$ cat src/rtl/fpnp_pkg.sv
package fpnp_pkg;

    localparam int WORD_W    = 16;
    localparam int WORDS_MAX = 4;
    localparam int EXPF_W    = 9;
    localparam int EXP_BIAS  = 256;
    localparam int TOP_BITS  = WORD_W - 1 - EXPF_W;
    localparam int DATA_W    = WORD_W * WORDS_MAX - 1 - EXPF_W;
    localparam int MANT_W    = DATA_W + 3;
    localparam int CARRY_POS = MANT_W - 1;
    localparam int IMPL_POS  = MANT_W - 2;
    localparam int PACK_W    = WORD_W * WORDS_MAX;
    localparam int N_PREC    = 3;
    localparam int TRAP_W    = 4;

    localparam logic [TRAP_W-1:0] TRAP_NONE    = 4'o00;
    localparam logic [TRAP_W-1:0] TRAP_STD_OVF = 4'o02;
    localparam logic [TRAP_W-1:0] TRAP_STD_UNF = 4'o03;
    localparam logic [TRAP_W-1:0] TRAP_EXT_OVF = 4'o10;
    localparam logic [TRAP_W-1:0] TRAP_EXT_UNF = 4'o11;

    typedef enum logic [1:0] {
        ST_IDLE,
        ST_NORM,
        ST_ROUND,
        ST_DONE
    } fpnp_state_t;

    // Fraction bits kept for precision index 0, 1, 2.
    function automatic int kept_bits(input int idx);
        if (idx == 0)      return TOP_BITS + WORD_W;
        else if (idx == 1) return TOP_BITS + 2 * WORD_W;
        else               return DATA_W;
    endfunction

    // Precision code 3 folds onto the four-word form.
    function automatic logic [1:0] prec_index(input logic [1:0] code);
        return (code == 2'd3) ? 2'd2 : code;
    endfunction

endpackage

$ cat src/rtl/fpnp_round_pack.sv
module fpnp_round_pack
    import fpnp_pkg::*;
#(
    parameter int EXP_W = 12
) (
    input  logic                    sgn,
    input  logic signed [EXP_W-1:0] exp_in,
    input  logic [MANT_W-1:0]       mant,
    input  logic [1:0]              prec,
    output logic [PACK_W-1:0]       packed_o,
    output logic [TRAP_W-1:0]       trap_o
);

    localparam logic signed [EXP_W-1:0] E_MIN = EXP_W'(-EXP_BIAS);
    localparam logic signed [EXP_W-1:0] E_MAX = EXP_W'(EXP_BIAS - 1);

    logic [MANT_W-1:0] half_tab [N_PREC];
    logic [DATA_W-1:0] mask_tab [N_PREC];

    for (genvar g = 0; g < N_PREC; g++) begin : g_prec
        localparam int KEEP = kept_bits(g);
        assign half_tab[g] = MANT_W'(1) << (DATA_W - KEEP);
        assign mask_tab[g] = {DATA_W{1'b1}} << (DATA_W - KEEP);
    end

    logic [1:0]              idx;
    logic [MANT_W-1:0]       sum;
    logic                    rnd_carry;
    logic signed [EXP_W-1:0] exp_r;
    logic [DATA_W-1:0]       frac;
    logic [EXPF_W-1:0]       exp_field;
    logic                    is_ext;
    logic                    unf;
    logic                    ovf;

    always_comb begin
        idx       = prec_index(prec);
        sum       = mant + half_tab[idx];
        rnd_carry = sum[CARRY_POS];
        exp_r     = exp_in + EXP_W'(rnd_carry);
        frac      = DATA_W'(sum >> 1) & mask_tab[idx];
        exp_field = EXPF_W'(exp_r + EXP_W'(EXP_BIAS));
        is_ext    = (idx != 2'd0);
        unf       = (exp_r < E_MIN) || ((exp_r == E_MIN) && (frac == '0));
        ovf       = (exp_r > E_MAX);

        packed_o  = {sgn, exp_field, frac};

        if (unf)      trap_o = is_ext ? TRAP_EXT_UNF : TRAP_STD_UNF;
        else if (ovf) trap_o = is_ext ? TRAP_EXT_OVF : TRAP_STD_OVF;
        else          trap_o = TRAP_NONE;
    end

endmodule

$ cat src/rtl/fpnp_unpack.sv
module fpnp_unpack
    import fpnp_pkg::*;
#(
    parameter int EXP_W = 12
) (
    input  logic [PACK_W-1:0]       words,
    input  logic [1:0]              prec,
    output logic                    sgn,
    output logic signed [EXP_W-1:0] exp_o,
    output logic [MANT_W-1:0]       mant_o
);

    logic [DATA_W-1:0] mask_tab [N_PREC];

    for (genvar g = 0; g < N_PREC; g++) begin : g_prec
        localparam int KEEP = kept_bits(g);
        assign mask_tab[g] = {DATA_W{1'b1}} << (DATA_W - KEEP);
    end

    logic [EXPF_W-1:0] exp_field;
    logic [DATA_W-1:0] frac;
    logic              is_zero;

    always_comb begin
        exp_field = words[PACK_W-2 -: EXPF_W];
        frac      = words[DATA_W-1:0] & mask_tab[prec_index(prec)];
        is_zero   = (exp_field == '0) && (frac == '0);
        exp_o     = EXP_W'({1'b0, exp_field}) - EXP_W'(EXP_BIAS);
        if (is_zero) begin
            sgn    = 1'b0;
            mant_o = '0;
        end else begin
            sgn    = words[PACK_W-1];
            mant_o = {1'b0, 1'b1, frac, 1'b0};
        end
    end

endmodule

$ cat src/rtl/fpnp_unit.sv
module fpnp_unit
    import fpnp_pkg::*;
#(
    parameter int EXP_W = 12
) (
    input  logic                    clk,
    input  logic                    rst_n,
    input  logic                    start,
    input  logic                    in_sign,
    input  logic signed [EXP_W-1:0] in_exp,
    input  logic [MANT_W-1:0]       in_mant,
    input  logic [1:0]              in_prec,
    output logic                    done,
    output logic [WORD_W-1:0]       out_w0,
    output logic [WORD_W-1:0]       out_w1,
    output logic [WORD_W-1:0]       out_w2,
    output logic [WORD_W-1:0]       out_w3,
    output logic [TRAP_W-1:0]       out_trap,
    input  logic [WORD_W-1:0]       up_w0,
    input  logic [WORD_W-1:0]       up_w1,
    input  logic [WORD_W-1:0]       up_w2,
    input  logic [WORD_W-1:0]       up_w3,
    input  logic [1:0]              up_prec,
    output logic                    up_sign,
    output logic signed [EXP_W-1:0] up_exp,
    output logic [MANT_W-1:0]       up_mant
);

    fpnp_state_t             state_q, state_d;
    logic                    sgn_q;
    logic signed [EXP_W-1:0] exp_q;
    logic [MANT_W-1:0]       mant_q;
    logic [1:0]              prec_q;
    logic [PACK_W-1:0]       pack_q;
    logic [TRAP_W-1:0]       trap_q;

    logic                    m_zero, m_carry, m_impl;
    logic [PACK_W-1:0]       rp_words;
    logic [TRAP_W-1:0]       rp_trap;

    assign m_zero  = (mant_q == '0);
    assign m_carry = mant_q[CARRY_POS];
    assign m_impl  = mant_q[IMPL_POS];

    // State register
    always_ff @(posedge clk or negedge rst_n) begin
        if (!rst_n) state_q <= ST_IDLE;
        else        state_q <= state_d;
    end

    // Transitions
    always_comb begin
        state_d = state_q;
        unique case (state_q)
            ST_IDLE:  if (start) state_d = ST_NORM;
            ST_NORM: begin
                if (m_zero)                state_d = ST_DONE;
                else if (m_carry || m_impl) state_d = ST_ROUND;
                else                        state_d = ST_NORM;
            end
            ST_ROUND: state_d = ST_DONE;
            ST_DONE:  state_d = ST_IDLE;
            default:  state_d = ST_IDLE;
        endcase
    end

    // Working operand: capture and normalizing shifts
    always_ff @(posedge clk or negedge rst_n) begin
        if (!rst_n) begin
            sgn_q  <= 1'b0;
            exp_q  <= '0;
            mant_q <= '0;
            prec_q <= '0;
        end else begin
            unique case (state_q)
                ST_IDLE: begin
                    if (start) begin
                        sgn_q  <= in_sign;
                        exp_q  <= in_exp;
                        mant_q <= in_mant;
                        prec_q <= in_prec;
                    end
                end
                ST_NORM: begin
                    if (!m_zero) begin
                        if (m_carry) begin
                            mant_q <= mant_q >> 1;
                            exp_q  <= exp_q + EXP_W'(1);
                        end else if (!m_impl) begin
                            mant_q <= mant_q << 1;
                            exp_q  <= exp_q - EXP_W'(1);
                        end
                    end
                end
                default: ;
            endcase
        end
    end

    fpnp_round_pack #(.EXP_W(EXP_W)) u_round_pack (
        .sgn      (sgn_q),
        .exp_in   (exp_q),
        .mant     (mant_q),
        .prec     (prec_q),
        .packed_o (rp_words),
        .trap_o   (rp_trap)
    );

    // Output registers
    always_ff @(posedge clk or negedge rst_n) begin
        if (!rst_n) begin
            pack_q <= '0;
            trap_q <= TRAP_NONE;
        end else begin
            unique case (state_q)
                ST_NORM: begin
                    if (m_zero) begin
                        pack_q <= '0;
                        trap_q <= TRAP_NONE;
                    end
                end
                ST_ROUND: begin
                    pack_q <= rp_words;
                    trap_q <= rp_trap;
                end
                default: ;
            endcase
        end
    end

    assign done     = (state_q == ST_DONE);
    assign out_w0   = pack_q[4*WORD_W-1 -: WORD_W];
    assign out_w1   = pack_q[3*WORD_W-1 -: WORD_W];
    assign out_w2   = pack_q[2*WORD_W-1 -: WORD_W];
    assign out_w3   = pack_q[WORD_W-1:0];
    assign out_trap = trap_q;

    fpnp_unpack #(.EXP_W(EXP_W)) u_unpack (
        .words  ({up_w0, up_w1, up_w2, up_w3}),
        .prec   (up_prec),
        .sgn    (up_sign),
        .exp_o  (up_exp),
        .mant_o (up_mant)
    );

endmodule

$ cat config.mk
export PLATFORM = sky130hd
export DESIGN_NAME = fpnp_unit
export DESIGN_NICKNAME = d
export VERILOG_FILES = /design/src/rtl/fpnp_pkg.sv /design/src/rtl/fpnp_round_pack.sv /design/src/rtl/fpnp_unpack.sv /design/src/rtl/fpnp_unit.sv
export SDC_FILE = /design/constraint.sdc
export NUM_CORES = 1
export LEC_CHECK = 0
export BUFFER_PORTS_ARGS = -buffer_cell sky130_fd_sc_hd__buf_2
export CORE_AREA = 2 2 202 204
export CTS_CLUSTER_DIAMETER = 80
export DETAILED_ROUTE_END_ITERATION = 16
export DIE_AREA = 0 0 204 206
export GPL_ROUTABILITY_DRIVEN = 0
export PLACE_DENSITY = 0.51
export SLEW_MARGIN = 20
export SYNTH_ARGS = -nofsm -noshare
export SYNTH_HDL_FRONTEND = slang
export SYNTH_SLANG_ARGS = --single-unit
export TNS_END_PERCENT = 50
$ cat constraint.sdc
create_clock -name clk -period 6.9 [get_ports clk]
set_clock_uncertainty 0.05 [all_clocks]
set_input_delay 0.345 -clock clk [delete_from_list [all_inputs] [get_ports clk]]
set_output_delay 0.345 -clock clk [all_outputs]
set_load 0.01 [all_outputs]
==> results of run 1 <==
[logic make-up (layout without fill, tap and decap cells)]
group	after synthesis	count (layout)	synth area share
other	1	4	0.000380
adder cells (fa/ha/maj)	16	16	0.0211
buffers and inverters	162	327	0.0691
AND/OR/NAND/NOR	524	524	0.272
multiplexers	13	13	0.0138
flip-flops	141	141	0.358
AO/OA/AOI/OAI	329	329	0.192
XOR/XNOR	83	83	0.0737
[stage by stage]
stage,total power (W),util
finish,0.00548,0.299
global route,0.00596,0.299
CTS,0.00552,0.299
detailed placement,0.00449,0.283
global placement,0.00446,0.283
floorplan,0.00361,-
[layer usage]
| metal | GRT usage | routed length [um] | vias to the layer above |
|---|---|---|---|
| li1 | - | - | 4753 |
| met1 | 0.218 | 15800 | 4518 |
| met2 | 0.278 | 17000 | 309 |
| met3 | 0.0415 | 2310 | 43 |
| met4 | 0.0461 | 673 | 6 |
| met5 | 0 | 40 | - |
[Yosys cell counts (all sizes together) (4+ instances only)]
library cell  instances
or2                   6
nor4                 36
o21ai               132
or3                   6
nand2               170
xnor2                49
and2                 24
ha                   15
a31oi                 8
a41oi                 4
nor2                 89
a22o                 10
xor2                 34
inv                   6
nor3b                50
mux2i                 8
nand3                29
buf                  36
or4                   4
clkbuf              120
a22oi                 4
dfrtp               141
nand4                25
mux2                  5
nor3                 34
and3                 13
and4                  6
a221o                 4
nand2b                6
nor2b                24
a32o                  4
a21o                  5
a21oi               126
[worst reg2reg max path: stages, from the launching register on]
cell and delay [ps]:
dfrtp_1 400, nor2_1 300, ha_1 330, nand4_1 150, nor4_2 400, nor2_1 330, nor4_1 700, nand3_1 210
nor2_1 160, xnor2_1 150, ha_1 220, ha_1 290, nand3_1 180, or2_2 380, nor3_1 190, a31oi_1 90
a311oi_1 220, nand4_1 140, a2111oi_2 300, o2111ai_1 210, a21oi_1 180
[sequential cells by signal (all words and copies together) (netlist names), named ones only]
| signal | count |
|---|---|
| pack_q | 64 |
| mant_q | 57 |
| exp_q | 12 |
| out_trap | 3 |
| prec_q | 2 |
| sgn_q | 1 |
| state_q | 1 |
[power by group through the flow]
stage / Combinational (W) / Clock (W) / Sequential [W]
2_1_floorplan: 0.00212 / 0 / 0.00149
3_3_place_gp: 0.00269 / 0 / 0.00177
3_5_place_dp: 0.00270 / 0 / 0.00180
4_1_cts: 0.00271 / 0.00103 / 0.00178
5_1_grt: 0.00303 / 0.00106 / 0.00186
6_report: 0.00268 / 0.00101 / 0.00178
[what timing repair did]
action,in CTS,in global routing
endpoints found under the setup margin,0,0
hold endpoints to repair,70,0
setup buffers,0,0
hold buffers,1,0
[final cells by class]
cell class,count,area [sq um]
clock inverter,15,204
timing repair buffer,289,1490
sequential,141,3530
fill,4405,28200
antenna,1,2.50
inverter,6,22.5
clock buffer,17,425
tap,532,666
multi-input combinational,968,5690
[path summary, 6_finish.rpt]
check	start	end	slack, ps	depth (start not counted)
setup / recovery	prec_q[0]	out_trap[1]	1270	20
hold / removal	in_sign	sgn_q	90	2
setup reg to reg	prec_q[0]	out_trap[1]	1270	20
hold reg to reg	pack_q[12]	pack_q[12]	420	2
max in group asynchronous	rst_n	mant_q[56]	4870	3
min in group asynchronous	rst_n	pack_q[6]	440	2
==> results.sh, run 1 <==
export IMPL_outcome="finished, final reports clean"
export IMPL_crit_fanout=13
export IMPL_dieArea_sq_um=42000
export IMPL_first_pass_grt_wire_length_mm=54.3
export IMPL_clock_sinks=141
export IMPL_synth_top_flop_cell="dfrtp_1"
export IMPL_cts_buffers=17
export IMPL_globalRoute_totalOverflow=0
export IMPL_stdcell_count=1969
export IMPL_clk_pin_slew_ps=70
export IMPL_layout_cells_most_common_list="buf_2 (275), nand2_1 (170), dfrtp_1 (140)"
export IMPL_drt_iter0_markers=745
export IMPL_die_y_um=206
export IMPL_final_worst_path_period_need_ps=5630
export IMPL_layout_commonest_cell="buf_2"
export IMPL_synth_largest_area_cell="dfrtp_1"
export IMPL_placedCellCount=1935
export IMPL_grt_setup_unrepaired="no"
export IMPL_required_ps=7220
export IMPL_worst_path_dominant_cell_family="simple AND/OR/NAND/NOR gates"
export IMPL_crit_path_end_kind="flip-flop"
export IMPL_average_instance_area_after_synthesis_sq_um=7.77
export IMPL_synth_enable_flop_cells=0
export IMPL_power_share_combinational=0.490
export IMPL_via_density=4.89
export IMPL_worstHoldPathType="in -> reg"
export IMPL_detailedPlacementHpwl_mm=27.1
export IMPL_max_slew_margin=0.325
export IMPL_placed_area_sq_um=11400
export IMPL_critical_path_cell_chain="nor2_1, ha_1, nand4_1, nor4_2, nor2_1, nor4_1, nand3_1, nor2_1, xnor2_1, ha_1, ha_1, nand3_1, or2_2, nor3_1, a31oi_1, a311oi_1, nand4_1, a2111oi_2, o2111ai_1, a21oi_1"
export IMPL_clock_tree_from_tritoncts="built"
export IMPL_final_setup_viol_count=0
export IMPL_p_per_area_nw_per_um2=456
export IMPL_async_reset_ff_frac=1.00
export IMPL_remaining_number_of_nets_flagged_by_the_antenna_check_after_routing=0
export IMPL_core_sq_um=40200
export IMPL_setup_slack_at_placement_ps=1340
export IMPL_vdd_ir_drop_worst_mv=0.184
export IMPL_fmaxAchievable_ghz=0.178
export IMPL_post_synth_inst_count=1269
export IMPL_cp_buffers_inverters=0
export IMPL_arrival_ps=5950
export IMPL_internal_power_w=0.00284
export IMPL_worst_slack_on_hold_paths_ps=89.5
export IMPL_antenna_found_initial=4
export IMPL_worstSetupStartpointType="flip-flop"
export IMPL_yosys_warns=0
export IMPL_timing_setup_critical_path_class="reg -> reg"
export IMPL_power_sequential_fraction=0.326
export IMPL_clock_insertion_delay_worst_skew_ps=440
export IMPL_grt_use_total=0.168
export IMPL_sequential_element_share_of_the_synthesized_area=0.358
export IMPL_cts_buffer_depth=2
export IMPL_drt_pass1_iter_count=5
export IMPL_fin_ws_ps=1270
export IMPL_dr_total_vias=9629
export IMPL_route_detailed_drc=0
export IMPL_cts_htree_levels=4
export IMPL_ys_seq_elements=141
export IMPL_cts_root_buf="clkbuf_16"
export IMPL_area_growth_syn_to_layout_pct=21.9
export IMPL_starting_density_of_the_core=0.245
export IMPL_placement_rows=74
export IMPL_total_negative_slack_ps=0
export IMPL_design_final_nets=1580
export IMPL_synth_cell_type_count=65
export IMPL_ctsResizeCount=0
export IMPL_grt_start_max_net_pins=75
export IMPL_crit_slowest_cell="nor4_1"
export IMPL_post_route_cell_area_sq_um=12000
export IMPL_maxCapViolCount=0
export IMPL_timing_hold_violations_final=0
export IMPL_slowest_stage_delay_cp_ps=700
export IMPL_p_switching_w=0.00264
export IMPL_port_buffer_count=276
export IMPL_post_route_cells_drive_above_1_share=0.241
export IMPL_share_clk_of_total_power=0.185
export IMPL_area_share_of_the_largest_cell_type_after_synthesis=0.358
export IMPL_drt_total_wl_mm=35.8
export IMPL_swShare=0.481
export IMPL_maxSlewViolCount=0
export IMPL_synthesis_area_sq_um=9860
export IMPL_worst_pin_slew_ps=1000
export IMPL_wl_per_cell_um=18.2
export IMPL_grt_pass1_vias=9083
export IMPL_fin_crit_sh=0.815
export IMPL_yosys_top_cells_area="dfrtp_1 (36%), o21ai_0 (6.6%), nand2_1 (6.5%)"
export IMPL_floorplan_io_pins=280
export IMPL_leakagePower_nw=5.06
export IMPL_die_w_um=204
Note: power is estimated with default switching activity, not from simulation.
==> inputs of run 2 (changes only) <==
- PLACE_DENSITY: 0.51 -> 0.53
- clock period: 6.9 -> 5 ns (I/O delays scaled with it)
==> results.sh, run 2 (synthesized netlist as in run 1, its figures left out) <==
export IMPL_remaining_number_of_nets_flagged_by_the_antenna_check_after_routing=0
export IMPL_worst_path_dominant_cell_family="simple AND/OR/NAND/NOR gates"
export IMPL_drt_pass1_iter_count=5
export IMPL_first_pass_grt_wire_length_mm=53.8
export IMPL_fmaxAchievable_ghz=0.217
export IMPL_global_route_usage_met3=0.0361
export IMPL_maxSlewViolCount=0
export IMPL_clock_insertion_delay_worst_skew_ps=450
export IMPL_layout_top_registers="pack_q (64), mant_q (57), exp_q (12)"
export IMPL_placement_rows=74
export IMPL_cts_buffer_depth=2
export IMPL_worst_pin_slew_ps=961
export IMPL_timing_rr_start="prec_q[0]"
export IMPL_area_growth_syn_to_layout_pct=25.4
export IMPL_final_worst_path_period_need_ps=4610
export IMPL_slowest_stage_delay_cp_ps=530
export IMPL_worstHoldPathType="in -> reg"
export IMPL_critical_path_most_common_cell="ha_2"
export IMPL_cts_root_buf="clkbuf_16"
export IMPL_fin_crit_sh=0.921
export IMPL_hold_path_endpoint="exp_q[0]"
export IMPL_dr_total_vias=9767
export IMPL_count_of_filler_cells_inserted_in_the_layout=4376
export IMPL_clock_sinks=141
export IMPL_final_setup_viol_count=0
export IMPL_route_detailed_drc=0
export IMPL_grt_setup_unrepaired="no"
export IMPL_p_per_area_nw_per_um2=629
export IMPL_grt_use_total=0.166
export IMPL_antenna_found_initial=6
export IMPL_cts_buffers=17
export IMPL_regArea_sq_um=3530
export IMPL_arrival_ps=4930
export IMPL_r2r_cells=18
export IMPL_layout_cells_most_common_list="buf_2 (275), nand2_1 (170), dfrtp_1 (136)"
export IMPL_vdd_ir_drop_worst_mv=0.317
export IMPL_critical_path_cell_chain="nor2b_1, ha_1, and3_2, a21boi_1, nor4_2, nand3_1, nor2_2, xnor2_1, ha_2, ha_2, or4_1, o211ai_1, a31oi_1, a311oi_1, nand4_1, a2111oi_4, o2111ai_2, a21oi_1"
export IMPL_top_usage_layer="met2"
export IMPL_clock_tree_from_tritoncts="built"
export IMPL_core_sq_um=40200
export IMPL_number_of_flip_flops_under_the_largest_register_name=64
export IMPL_worst_slack_on_hold_paths_ps=21.2
export IMPL_total_negative_slack_ps=0
export IMPL_die_w_um=204
export IMPL_wl_per_cell_um=17.8
export IMPL_globalRoute_totalOverflow=0
export IMPL_layout_commonest_cell="buf_2"
export IMPL_dieArea_sq_um=42000
export IMPL_crit_path_end_kind="flip-flop"
export IMPL_reg2reg_to="out_trap[3]"
export IMPL_post_route_cells_drive_above_1_share=0.267
export IMPL_cts_htree_levels=4
export IMPL_crit_slowest_cell="or4_1"
export IMPL_worstHoldStart="in_exp[0]"
export IMPL_starting_density_of_the_core=0.245
export IMPL_detailedPlacementHpwl_mm=26.9
export IMPL_drt_total_wl_mm=35.6
export IMPL_drt_iter0_markers=612
export IMPL_met1_usage=0.225
export IMPL_leakagePower_nw=5.25
export IMPL_multi_input_comb_area_sq_um=5740
export IMPL_floorplan_io_pins=280
export IMPL_design_final_nets=1614
export IMPL_grt_pass1_vias=9144
export IMPL_outcome="finished, final reports clean"
export IMPL_worstHoldPathCells=3
export IMPL_crit_fanout=7
export IMPL_via_density=4.87
export IMPL_cp_buffers_inverters=0
export IMPL_port_buffer_count=276
export IMPL_die_y_um=206
export IMPL_top_register="pack_q"
export IMPL_timing_hold_violations_final=0
export IMPL_maxCapViolCount=0
export IMPL_max_slew_margin=0.359
export IMPL_worstSetupStartpointType="flip-flop"
export IMPL_grt_start_max_net_pins=111
export IMPL_timing_setup_critical_path_class="reg -> reg"
export IMPL_regToRegSetupSlack_ps=390
export IMPL_clk_pin_slew_ps=70
export IMPL_grtUsageMet2=0.266
export IMPL_required_ps=5320
run 2: changes by cell type in the layout (fill, tap and decap cells not counted), moves of 2 or more:
cell	delta
dfrtp_1	-4
ha_2	+3
nor2_1	-2
buf_4	+31
nor2_2	+2
ha_1	-3
inv_6	-2
dfrtp_2	+4
run 2: area by class of cell:
cell class | count | area share
flip-flops and latches | 141 | 0.286
diodes | 2 | 0.000405
clock buffers | 18 | 0.0355
inverters | 6 | 0.00182
repair buffers | 323 | 0.144
multi-input cells | 968 | 0.464
clock inverters | 14 | 0.0149
well taps | 532 | 0.0538
run 2: tightest hold or removal path, stage by stage:
cell and delay [ps]:
buf_2 110, nand2_1 60, o21ai_0 60
run 2: layer usage:
layer,vias to the layer above,wire length [um]
met3,46,2150
met1,4609,16100
li1,4803,-
met4,8,683
met5,-,55
met2,301,16600
run 2: worst max-delay path by stage:
stage                     startpoint     endpoint  slack [ps]  depth (start not counted)
after floorplan            prec_q[1]  out_trap[1]          60                         23
after global placement     prec_q[1]  out_trap[0]         230                         19
after detailed placement   prec_q[1]  out_trap[3]         140                         19
after CTS                  prec_q[1]  out_trap[3]          90                         19
after global routing       prec_q[1]  out_trap[3]         0.1                         20
final                      prec_q[0]  out_trap[3]         390                         18
run 2: metrics by stage:
step | power, W | util | setup WS (ps) | cell area (sq um) | std cells
final | 0.00779 | 0.308 | 393 | 12400 | 2004
after floorplan | 0.00499 | - | 59.7 | 9880 | 1271
after global placement | 0.00634 | 0.289 | 229 | 11600 | 1964
after detailed placement | 0.00637 | 0.289 | 141 | 11600 | 1964
after CTS | 0.00778 | 0.305 | 87.1 | 12300 | 1998
after global routing | 0.00844 | 0.308 | 0.108 | 12400 | 2002
run 2: power by group:
| group | internal, W | switching [W] |
|---|---|---|
| logic | 0.00162 | 0.00250 |
| registers | 0.00167 | 0.000611 |
| clock network | 0.000809 | 0.000572 |
| total | 0.00410 | 0.00369 |
run 2: what timing repair did:
action,in CTS,in global routing
hold endpoints to repair,93,0
resized for setup,0,14
endpoints found under the setup margin,0,3
hold buffers,2,0
buffers inserted,0,3
==> inputs of run 3 (changes only) <==
- CORE_AREA: 2 2 202 204 -> 2 2 208 210
- DIE_AREA: 0 0 204 206 -> 0 0 210 212
- PLACE_DENSITY: 0.53 -> 0.52
- SYNTH_HIERARCHICAL: default -> 1
==> results.sh, run 3 <==
export IMPL_final_setup_viol_count=0
export IMPL_drt_pass1_iter_count=4
export IMPL_synth_top_flop_cell="dfrtp_1"
export IMPL_reg2reg_to="out_trap[1]"
export IMPL_crit_fanout=7
export IMPL_layout_top_registers="pack_q (64), mant_q (57), exp_q (12)"
export IMPL_area_growth_syn_to_layout_pct=25.2
export IMPL_worstHoldPathType="in -> reg"
export IMPL_regToRegSetupSlack_ps=250
export IMPL_dr_total_vias=10327
export IMPL_top_register="pack_q"
export IMPL_yosys_top_cells_area="dfrtp_1 (34%), a22o_1 (5.7%), mux2_2 (4.4%)"
export IMPL_hold_path_endpoint="mant_q[55]"
export IMPL_fmaxAchievable_ghz=0.210
export IMPL_antenna_found_initial=2
export IMPL_post_synth_inst_count=1191
export IMPL_r2r_cells=21
export IMPL_drt_iter0_markers=748
export IMPL_timing_setup_critical_path_class="reg -> reg"
export IMPL_design_final_nets=1575
export IMPL_detailedPlacementHpwl_mm=30.9
export IMPL_floorplan_io_pins=280
export IMPL_yosys_warns=6
export IMPL_layout_cells_most_common_list="buf_2 (276), dfrtp_1 (141), nand2_1 (116)"
export IMPL_grt_start_max_net_pins=109
export IMPL_route_detailed_drc=0
export IMPL_vdd_ir_drop_worst_mv=0.315
export IMPL_layout_commonest_cell="buf_2"
export IMPL_maxSlewViolCount=0
export IMPL_synthesis_area_sq_um=10500
export IMPL_clk_pin_slew_ps=70
export IMPL_die_w_um=210
export IMPL_crit_slowest_cell="dfrtp_1"
export IMPL_leakagePower_nw=5.79
export IMPL_synth_common_cells="dfrtp_1 (142), nand2_1 (116), clkbuf_1 (77), a21oi_1 (76), o21ai_0 (70)"
export IMPL_timing_hold_violations_final=0
export IMPL_dieArea_sq_um=44500
export IMPL_first_pass_grt_wire_length_mm=61.7
export IMPL_sequential_element_share_of_the_synthesized_area=0.340
export IMPL_average_instance_area_after_synthesis_sq_um=8.79
export IMPL_grt_use_total=0.182
export IMPL_cts_htree_levels=4
export IMPL_worstHoldPathCells=2
export IMPL_cp_buffers_inverters=0
export IMPL_area_share_of_the_largest_cell_type_after_synthesis=0.340
export IMPL_required_ps=5330
export IMPL_worst_path_dominant_cell_family="simple AND/OR/NAND/NOR gates"
export IMPL_grt_setup_unrepaired="no"
export IMPL_core_sq_um=42500
export IMPL_grt_pass1_vias=9985
export IMPL_arrival_ps=5080
export IMPL_wl_per_cell_um=20.9
export IMPL_drt_total_wl_mm=41.4
export IMPL_clock_insertion_delay_worst_skew_ps=450
export IMPL_globalRoute_totalOverflow=0
export IMPL_cts_root_buf="clkbuf_16"
export IMPL_max_slew_margin=0.286
export IMPL_maxCapViolCount=0
export IMPL_worstHoldStart="in_mant[55]"
export IMPL_timing_rr_start="prec_q[1]"
export IMPL_via_density=5.22
export IMPL_remaining_number_of_nets_flagged_by_the_antenna_check_after_routing=0
export IMPL_starting_density_of_the_core=0.246
export IMPL_fin_crit_sh=0.950
export IMPL_p_per_area_nw_per_um2=677
export IMPL_async_reset_ff_frac=1.00
export IMPL_synth_most_common_cell="dfrtp_1"
export IMPL_number_of_flip_flops_under_the_largest_register_name=64
export IMPL_die_y_um=212
export IMPL_slowest_stage_delay_cp_ps=400
export IMPL_port_buffer_count=277
export IMPL_fin_ws_ps=249
export IMPL_critical_path_cell_chain="and2_4, ha_4, nand3_4, nor4_4, nand4_1, a21oi_2, and3_4, nand3_2, xnor2_1, ha_2, ha_4, xor2_1, nor4_1, nand3b_1, nor3_2, and4_1, o2111ai_1, nor4_1, nand4_1, o21ai_1, a22o_1"
export IMPL_placement_rows=76
export IMPL_setup_slack_at_placement_ps=104
export IMPL_total_negative_slack_ps=0
export IMPL_worst_pin_slew_ps=1070
export IMPL_ys_seq_elements=142
export IMPL_post_cts_setup_buffer_count=0
export IMPL_synth_enable_flop_cells=0
export IMPL_post_route_cells_drive_above_1_share=0.317
export IMPL_final_worst_path_period_need_ps=4750
export IMPL_cts_buffers=17
export IMPL_crit_path_start="prec_q[1]"
export IMPL_outcome="finished, final reports clean"
export IMPL_clock_tree_from_tritoncts="built"
export IMPL_crit_path_end_kind="flip-flop"
export IMPL_synth_largest_area_cell="dfrtp_1"
export IMPL_clock_sinks=142
export IMPL_synth_cell_type_count=79
export IMPL_cts_buffer_depth=2
export IMPL_worstSetupStartpointType="flip-flop"
[run 3: changes by cell type after synthesis, moves of 13 or more]
cell,change
nor2_1,-40
clkbuf_1,-43
a21oi_1,-49
nor4_1,+13
mux2_4,+26
nand2_1,-54
a22o_1,+58
xnor2_1,-21
o21ai_0,-60
nor3_1,-17
and2_1,+15
mux2_2,+36
[run 3: power breakdown]
part | total [W] | switching (W) | internal (W)
clock network | 0.00136 | 0.000560 | 0.000803
registers | 0.00240 | 0.000699 | 0.00170
logic | 0.00511 | 0.00288 | 0.00223
total | 0.00887 | 0.00414 | 0.00474
[run 3: logic make-up after synthesis]
family	count (synthesis)	share of synthesized area
AND/OR/NAND/NOR	466	0.252
AO/OA/AOI/OAI	296	0.189
flip-flops	142	0.340
buffers and inverters	132	0.0580
multiplexers	76	0.0900
XOR/XNOR	60	0.0502
adder cells (fa/ha/maj)	17	0.0210
other	2	0.000718
[run 3: stage by stage]
step	instance area (sq um)	utilization	hold WS (ps)	total power, W	instances
floorplan	10500	-	-95.6	0.00572	1192
global placement	12400	0.291	183	0.00742	1942
detailed placement	12400	0.291	185	0.00745	1942
CTS	13000	0.306	32.6	0.00886	1976
global route	13100	0.308	59.4	0.00951	1977
finish	13100	0.308	53.1	0.00887	1978
[run 3: layout make-up]
| type | instances | area (sq um) |
|---|---|---|
| antenna | 2 | 5.00 |
| clock inverter | 12 | 159 |
| timing repair buffer | 322 | 1770 |
| fill | 4477 | 29400 |
| sequential | 142 | 3550 |
| clock buffer | 20 | 447 |
| tap | 546 | 683 |
| inverter | 16 | 60.1 |
| multi-input combinational | 918 | 6430 |
[run 3: metal layers]
layer  vias up  track usage  share of wire
met2       346        0.297           0.46
met3        67       0.0257          0.042
li1       4830            -              -
met4         0       0.0844          0.041
met1      5084        0.240           0.45
met5         -            0              0
[run 3: worst reg2reg max path, delay by kind of cell (launching register included)]
kind / cells / cell delay (ps)
fa+ha+maj: 3 / 610
xor+xnor: 2 / 310
compound gates: 4 / 740
simple gates: 12 / 2580
flops: 1 / 400
[run 3: repair_timing]
item,CTS,global route
hold buffers,2,0
gates resized for setup,0,19
endpoints found under the setup margin,0,3
endpoints found under the hold margin,50,0
[run 3: worst max path at each step]
stage | endpoint | slack, ps | cells after the start
3_5_place_dp | out_trap[3] | 100 | 21
6_report | out_trap[1] | 250 | 21
5_1_grt | out_trap[3] | 20 | 21
2_1_floorplan | out_trap[0] | 20 | 25
4_1_cts | out_trap[1] | 80 | 21
3_3_place_gp | out_trap[3] | 270 | 21
